--- config.mk ---
export PLATFORM = sky130hd
export DESIGN_NAME = ripple_counter4
export DESIGN_NICKNAME = d
export VERILOG_FILES = /design/src/rtl/rctr_pkg.sv /design/src/rtl/strobe_fall.sv /design/src/rtl/half_stage.sv /design/src/rtl/tri_stage.sv /design/src/rtl/ripple_counter4.sv
export SDC_FILE = /design/constraint.sdc
export NUM_CORES = 1
export LEC_CHECK = 0
export BUFFER_PORTS_ARGS = -buffer_cell sky130_fd_sc_hd__buf_4
export CORE_AREA = 2 2 39 41
export DETAILED_ROUTE_END_ITERATION = 6
export DIE_AREA = 0 0 41 43
export HOLD_SLACK_MARGIN = 0.06
export MAX_ROUTING_LAYER = met4
export PLACE_DENSITY_LB_ADDON = 0.05
export RECOVER_POWER = 25
export SYNTH_ARGS = -nofsm -noshare
export SYNTH_HDL_FRONTEND = slang
export SYNTH_SLANG_ARGS = --single-unit
--- constraint.sdc ---
create_clock -name clk -period 1.4 [get_ports clk]
set_input_delay 0.21 -clock clk [delete_from_list [all_inputs] [get_ports clk]]
set_output_delay 0.21 -clock clk [all_outputs]
set_load 0.01 [all_outputs]
--- src/rtl/rctr_pkg.sv ---
package rctr_pkg;

    typedef enum logic [1:0] {
        LINK_SPLIT     = 2'b00,
        LINK_CASCADE   = 2'b01,
        LINK_BIQUINARY = 2'b10,
        LINK_SPLIT_ALT = 2'b11
    } link_e;

    typedef enum logic {
        HALF_LOW  = 1'b0,
        HALF_HIGH = 1'b1
    } half_state_e;

    typedef enum logic [2:0] {
        TC0 = 3'd0, TC1 = 3'd1, TC2 = 3'd2, TC3 = 3'd3,
        TC4 = 3'd4, TC5 = 3'd5, TC6 = 3'd6, TC7 = 3'd7
    } tri_state_e;

endpackage

--- src/rtl/strobe_fall.sv ---
module strobe_fall (
    input  logic clk,
    input  logic rst_n,
    input  logic strobe,
    output logic fall
);
    logic prev_q;

    always_ff @(posedge clk or negedge rst_n) begin
        if (!rst_n) prev_q <= 1'b0;
        else        prev_q <= strobe;
    end

    assign fall = prev_q & ~strobe;

    // a fall can only be reported when the strobe had been seen high
    assert_fall_after_high_R4: assert property (@(posedge clk) disable iff (!rst_n)
        fall |-> $past(strobe));
endmodule

--- src/rtl/half_stage.sv ---
module half_stage
    import rctr_pkg::*;
(
    input  logic clk,
    input  logic rst_n,
    input  logic adv,
    input  logic clear,
    input  logic preset,
    output logic q
);
    half_state_e state_q, state_d;

    always_ff @(posedge clk or negedge rst_n) begin
        if (!rst_n) state_q <= HALF_LOW;
        else        state_q <= state_d;
    end

    always_comb begin
        state_d = state_q;
        if (preset) begin
            state_d = HALF_HIGH;
        end else if (clear) begin
            state_d = HALF_LOW;
        end else if (adv) begin
            unique case (state_q)
                HALF_LOW:  state_d = HALF_HIGH;
                HALF_HIGH: state_d = HALF_LOW;
            endcase
        end
    end

    always_comb begin
        unique case (state_q)
            HALF_LOW:  q = 1'b0;
            HALF_HIGH: q = 1'b1;
        endcase
    end

    assert_half_toggle_R3: assert property (@(posedge clk) disable iff (!rst_n)
        (adv && !clear && !preset) |=> (q != $past(q)));
    assert_half_hold_R4: assert property (@(posedge clk) disable iff (!rst_n)
        (!adv && !clear && !preset) |=> $stable(q));
endmodule

--- src/rtl/tri_stage.sv ---
module tri_stage
    import rctr_pkg::*;
#(
    parameter int SECTION_LEN = 5
) (
    input  logic       clk,
    input  logic       rst_n,
    input  logic       adv,
    input  logic       clear,
    input  logic       preset,
    output logic [2:0] bits,
    output logic       at_last
);
    localparam logic [2:0] LAST_IDX   = 3'(SECTION_LEN - 1);
    localparam logic [2:0] PRESET_IDX = 3'd4;

    tri_state_e state_q, state_d, succ;

    always_ff @(posedge clk or negedge rst_n) begin
        if (!rst_n) state_q <= TC0;
        else        state_q <= state_d;
    end

    always_comb begin
        unique case (state_q)
            TC0: succ = TC1;
            TC1: succ = TC2;
            TC2: succ = TC3;
            TC3: succ = TC4;
            TC4: succ = TC5;
            TC5: succ = TC6;
            TC6: succ = TC7;
            TC7: succ = TC0;
        endcase
        if (state_q >= tri_state_e'(LAST_IDX)) succ = TC0;
    end

    always_comb begin
        state_d = state_q;
        if (preset)      state_d = tri_state_e'(PRESET_IDX);
        else if (clear)  state_d = TC0;
        else if (adv)    state_d = succ;
    end

    always_comb begin
        unique case (state_q)
            TC0: bits = 3'd0;
            TC1: bits = 3'd1;
            TC2: bits = 3'd2;
            TC3: bits = 3'd3;
            TC4: bits = 3'd4;
            TC5: bits = 3'd5;
            TC6: bits = 3'd6;
            TC7: bits = 3'd7;
        endcase
    end

    assign at_last = (state_q == tri_state_e'(LAST_IDX));

    assert_tri_range_R2: assert property (@(posedge clk) disable iff (!rst_n)
        bits <= LAST_IDX);
    assert_tri_wrap_R2: assert property (@(posedge clk) disable iff (!rst_n)
        (adv && at_last && !clear && !preset) |=> (bits == 3'd0));
    assert_tri_step_R2: assert property (@(posedge clk) disable iff (!rst_n)
        (adv && !at_last && !clear && !preset) |=> (bits == $past(bits) + 3'd1));
endmodule

--- src/rtl/ripple_counter4.sv ---
module ripple_counter4
    import rctr_pkg::*;
#(
    parameter int SECTION_LEN = 5,
    parameter int GATE_W      = 2
) (
    input  logic              clk,
    input  logic              rst_n,
    input  logic              cka,
    input  logic              ckb,
    input  logic [1:0]        mode,
    input  logic [GATE_W-1:0] zero_req,
    input  logic [GATE_W-1:0] nine_req,
    output logic [3:0]        q
);
    localparam bit HAS_NINE = (SECTION_LEN == 5);
    localparam int N_STROBE = 2;

    logic [N_STROBE-1:0] strobes, falls;
    logic                qa, tri_last, qa_adv, tri_adv;
    logic                zero_all, nine_all, clear_all, override;
    logic [2:0]          tri_bits;
    link_e               link;

    assign strobes = {ckb, cka};

    for (genvar g = 0; g < N_STROBE; g++) begin : g_edge
        strobe_fall u_fall (
            .clk    (clk),
            .rst_n  (rst_n),
            .strobe (strobes[g]),
            .fall   (falls[g])
        );
    end

    assign link      = link_e'(mode);
    assign zero_all  = &zero_req;
    assign nine_all  = HAS_NINE && (&nine_req);
    assign clear_all = zero_all & ~nine_all;
    assign override  = zero_all | nine_all;

    always_comb begin
        qa_adv  = 1'b0;
        tri_adv = 1'b0;
        unique case (link)
            LINK_SPLIT, LINK_SPLIT_ALT: begin
                qa_adv  = falls[0];
                tri_adv = falls[1];
            end
            LINK_CASCADE: begin
                qa_adv  = falls[0];
                tri_adv = falls[0] & qa;
            end
            LINK_BIQUINARY: begin
                tri_adv = falls[1];
                qa_adv  = falls[1] & tri_last;
            end
        endcase
    end

    half_stage u_half (
        .clk    (clk),
        .rst_n  (rst_n),
        .adv    (qa_adv),
        .clear  (clear_all),
        .preset (nine_all),
        .q      (qa)
    );

    tri_stage #(.SECTION_LEN(SECTION_LEN)) u_tri (
        .clk     (clk),
        .rst_n   (rst_n),
        .adv     (tri_adv),
        .clear   (clear_all),
        .preset  (nine_all),
        .bits    (tri_bits),
        .at_last (tri_last)
    );

    assign q = {tri_bits, qa};

    assert_zero_clears_R7: assert property (@(posedge clk) disable iff (!rst_n)
        (&zero_req && !(HAS_NINE && &nine_req)) |=> (q == 4'b0000));
    assert_nine_loads_R8: assert property (@(posedge clk) disable iff (!rst_n)
        (HAS_NINE && &nine_req) |=> (q == 4'b1001));
    assert_cascade_carry_R5: assert property (@(posedge clk) disable iff (!rst_n)
        (mode == 2'b01 && !override && falls[0] && q[0]) |=> (q[0] == 1'b0 && q[3:1] != $past(q[3:1])));
    assert_cascade_ignore_b_R10: assert property (@(posedge clk) disable iff (!rst_n)
        (mode == 2'b01 && !override && !falls[0]) |=> $stable(q));
    assert_biq_ignore_a_R10: assert property (@(posedge clk) disable iff (!rst_n)
        (mode == 2'b10 && !override && !falls[1]) |=> $stable(q));
    assert_reset_zero_R1: assert property (@(posedge clk)
        !rst_n |-> (q == 4'b0000));
endmodule

# Word-level counts from Yosys, hierarchy flattened
# Memories as Yosys holds them, arrays and structs flattened.
# Index checks and enable logic that the tools add are counted.
# op_classes
addsub	0
multipliers	0
n_div	0
order_cmp	1
n_eq_ne	4
shift	0
mux	11
bitwise	9
reduce_logical	7
# op_table
operator	count
two-way mux 3 bit	4
one-hot mux 1 bit (2 select lines)	4
nonzero test 3 bit	2
OR reduction 3 bit	2
AND 1 bit	5
== test 2 bit (second input constant)	2
inverter 1 bit	4
AND reduction 2 bit	2
== test 3 bit (second input constant)	1
greater-or-equal comparator 3 bit (second input constant)	1
two-way mux 1 bit	3
== test 2 x 1 -> 1 bit (second input constant)	1
logical NOT 2 bit	1
# totals
ff_bits	6
latch_bits	0
ramBits	0
rom_bits	48
input_bits	10
output_inout_bits	4
word_cells	38
mem_count	2
# mem_list
memory	depth	width	read_ports	rd_ports_with_merged_regs	write_ports	line_no	source
(name not given)	8	3	1	0	0	tri_stage.sv:25	unique case (state_q)
(name not given)	8	3	1	0	0	tri_stage.sv:46	unique case (state_q)

# Longest topological paths before layout
# logic_depth
ltp_word	7
ltp_mapped	6
depth_no_buf	6

# Cells and area by module
# From an unflattened synthesis, not the netlist that was laid out.
# hier_totals
cells_unflattened	36
area_unflattened_um2	374.1
# by_module_without_submodules
mod	instances	cells_per_inst	area_each_um2	seq_area_each_um2
tri_stage	1	17	186.4	75.1
strobe_fall	2	2	38.8	25.0
ripple_counter4	1	12	68.8	0.0
half_stage	1	3	41.3	25.0

# Worst setup path before layout
# Ideal clock, no wire load.
# synth_path
path_kind	register to register
start	reg u_tri.state_q[0]
end	reg u_half.state_q
setup_time_ns	0.122
arrival_time_ns	1.055
required_time_ns	1.278
setup_slack_ns	0.223
path_stages_with_launch	7
path_buffers	0
synth_period_minus_slack_ns	1.177
cell_sequence	dfrtp_1 inv_1 ha_1 nand4b_1 mux2i_1 xnor2_1 o21ai_1
# synth_via
elab_chain_len	4
# synth_lines
element	line_no	source
start, declared	tri_stage.sv:17	tri_state_e state_q, state_d, succ;
start signal, assigned	tri_stage.sv:21	else state_q <= state_d;
== test 3 bit	tri_stage.sv:58	assign at_last = (state_q == tri_state_e'(LAST_IDX));
AND 1 bit	ripple_counter4.sv:56	qa_adv = falls[1] & tri_last;
one-hot mux 1 bit (2 select lines)	ripple_counter4.sv:45	unique case (link)
nonzero test 3 bit (no line)	-	
end signal, assigned	half_stage.sv:15	else state_q <= state_d;
end, declared	half_stage.sv:11	half_state_e state_q, state_d;
# Every way passes these cells.
# A chain may end at the register's enable or synchronous reset.

# Worst setup path after layout
# Ends and elaborated chain as after synthesis.

==> run metrics <==
Post-synth EDFFs 0; Avg Inst Size Synth about 10 um2; PortBufs 13; Hold/Removal Path Class in2reg; final std cells w/o fill between 60 and 70; Least-Margin Pin Slew between 300 and 400 ps; Fin Setup TNS 0 ps; minimum clock period between 1000 and 1500 ps; Post-Place Cells 62; first-pass GRT wire length between 1 and 1.5 mm; share of the synthesized area in the top cell type 43.5%; R2R cell count 6; Synth-to-Final Area Change 38.0%; status completed; Hold Startpoint cka; largest area contributor in the netlist dfrtp_1; unrepaired setup endpoints after global routing no; asr flop ratio synth between 90% and 100%; total power ~0.00046 W; die height about 43 um; 1st-pass router iterations 3; vias post-DR around 280; CP required around 1500 ps; clock sinks 6; Hold Path Sink g_edge[0].u_fall.prev_q; die span in x a little over 40 um; fin nets 64; f_max approximately 0.80 GHz; Avg Vias per Cell roughly 4.3; Die ar. 0.00176 mm2; Critical R2R Capture u_half.state_q; skew final between 1 and 1.5 ps; Worst Path Arrival between 1000 and 1500 ps; max incr delay on CP slightly above 400 ps; Area contributors post-synth dfrtp_1, mux2i_1, ha_1; IO Pins 14; worst-path fanout max 5; H-tree lvl count 1; Synth Warn # 0; most instantiated cells after synthesis dfrtp_1, mux2i_1; ys flop type dfrtp_1; Cells after Synth 34; Core ar. around 0.0014 mm2; MaxCap Viol Count 0; top-count cell post-synth dfrtp_1; final setup fails 0; drt wl/cell around 10 um; Initial Util about a quarter; clk buf depth 2; Antenna Nets Post-Route 0; CTS tree done; Fin. Hold Viols 0; largest net degree at the start of global routing 7; Peak VDD IR 0.000354 V; initial antenna violation count 0; Clock Latency Late Sink 240 ps; Finished Core Util about a third; Reg clk slew, reported paths ~40 ps; crit path launch type register; hpwl dp between 500 and 600 um; Worst R2R Start u_tri.state_q[0]; Syn Nets between 40 and 50; slowest stage cell, crit path dfrtp_1; share of cells above drive strength 1 28.0%; Crit Path Category reg2reg; FF+latch count, synth 6; GRT Total Usage 10.5%; Post-CTS Setup Inserts 0; relative slew slack about four fifths; max-slew violation count 0; Post-Syn Area approximately 350 um2; vias in the first global route between 200 and 300; ANT cells 0; residual DRC count 0; total CTS buffers 3; gr ovfl total 0; R2R Setup Slk 150 ps; GPL Wtd Cong 0.674; Worst setup EP type register; Initial DRC Count 1; Yosys cell types 15; worst path cell trace inv_1, ha_1, nand4b_1, mux2i_1, xnor2_1, o21ai_1; DRT Wirelength 690 um; leakage power between 0.2 and 0.25 nW; CTS Root Cell clkbuf_4; sequential area share after synthesis between 40% and 50%; Final period util between 80 and 90%; hold depth 1; pwr dens just under 1000 mW/mm2; Row Count 14
[cell type report]
class                   instances  area [um2]
multi-input cells              24         176
fillers                       143         907
flip-flops and latches          6         150
well taps                      16        20.0
inverters                       3        11.3
clock buffers                   3        22.5
repair buffers                 14        96.3
[sequential cells by signal, summed over array words and instances, names as in the netlist]
name and cells:
g_edge.u_fall.prev_q 2, u_half.state_q 1, u_tri.state_q 3
[cell families after synthesis]
kind of cell             after synthesis  share of synthesized area [%]
adder cells (fa/ha/maj)                2                           7.25
AND/OR/NAND/NOR                       14                           23.6
multiplexers                           4                           11.6
XOR/XNOR                               1                           2.54
buffers and inverters                  4                           5.44
flip-flops                             6                           43.5
AO/OA/AOI/OAI                          3                           6.16
[critical path: cells and delay by family (launching register included)]
| family | cells | cell delay [ps] |
|---|---|---|
| flops | 1 | 410 |
| mux | 1 | 200 |
| xor+xnor | 1 | 150 |
| fa+ha+maj | 1 | 130 |
| simple gates | 1 | 90 |
| compound gates | 1 | 80 |
| buf+inv | 1 | 70 |
[metal layers]
| metal | GRT usage (%) | wire, um |
|---|---|---|
| met1 | 10.5 | 292 |
| met5 | - | 0 |
| met2 | 14.1 | 327 |
| met4 | 10.0 | 23 |
| met3 | 4.71 | 47 |
[placed cells by master, fill, tap and decap left out]
master         synthesis  layout
buf_4                  1      10
dfrtp_1                6       6
mux2i_1                4       4
inv_1                  3       3
nand2_1                3       3
nor2b_1                3       3
nor2_1                 3       3
clkbuf_4               0       3
clkbuf_1               0       3
nand2b_1               2       2
o21ai_1                2       2
ha_1                   2       2
and4bb_1               1       1
a32o_2                 1       1
and2_1                 1       1
nand4b_1               1       1
xnor2_1                1       1
dlygate4sd3_1          0       1
[report_power, final]
| group | leakage, nW | switching [W] | internal [W] |
|---|---|---|---|
| Combinational | 0.144 | 0.0000419 | 0.0000564 |
| Sequential | 0.0741 | 0.0000176 | 0.000190 |
| Clock | 0.0138 | 0.0000598 | 0.0000968 |
| Total | 0.232 | 0.000119 | 0.000343 |
[repair_timing]
action,in CTS,in global routing
gates resized for setup,0,0
endpoints found under the hold margin,6,0
hold buffers,1,0
[metrics by stage]
stage	setup slack [ps]	area [um2]	hold WS, ps
floorplan	223	345	-85.6
global placement	157	455	21.4
detailed placement	147	455	23.6
CTS	134	488	79.9
global route	50.1	477	113
finish	149	477	105
[worst max-delay path by stage]
stage | slack (ps) | startpoint | cells past startpoint | to
2_1_floorplan | 220 | u_tri.state_q[0] | 6 | u_half.state_q
3_3_place_gp | 160 | u_tri.state_q[0] | 6 | u_half.state_q
3_5_place_dp | 150 | u_tri.state_q[0] | 6 | u_half.state_q
4_1_cts | 130 | u_tri.state_q[0] | 6 | u_half.state_q
5_1_grt | 50 | u_tri.state_q[0] | 6 | u_half.state_q
6_report | 150 | u_tri.state_q[0] | 6 | u_half.state_q
Power figures use the tool's default switching activity.
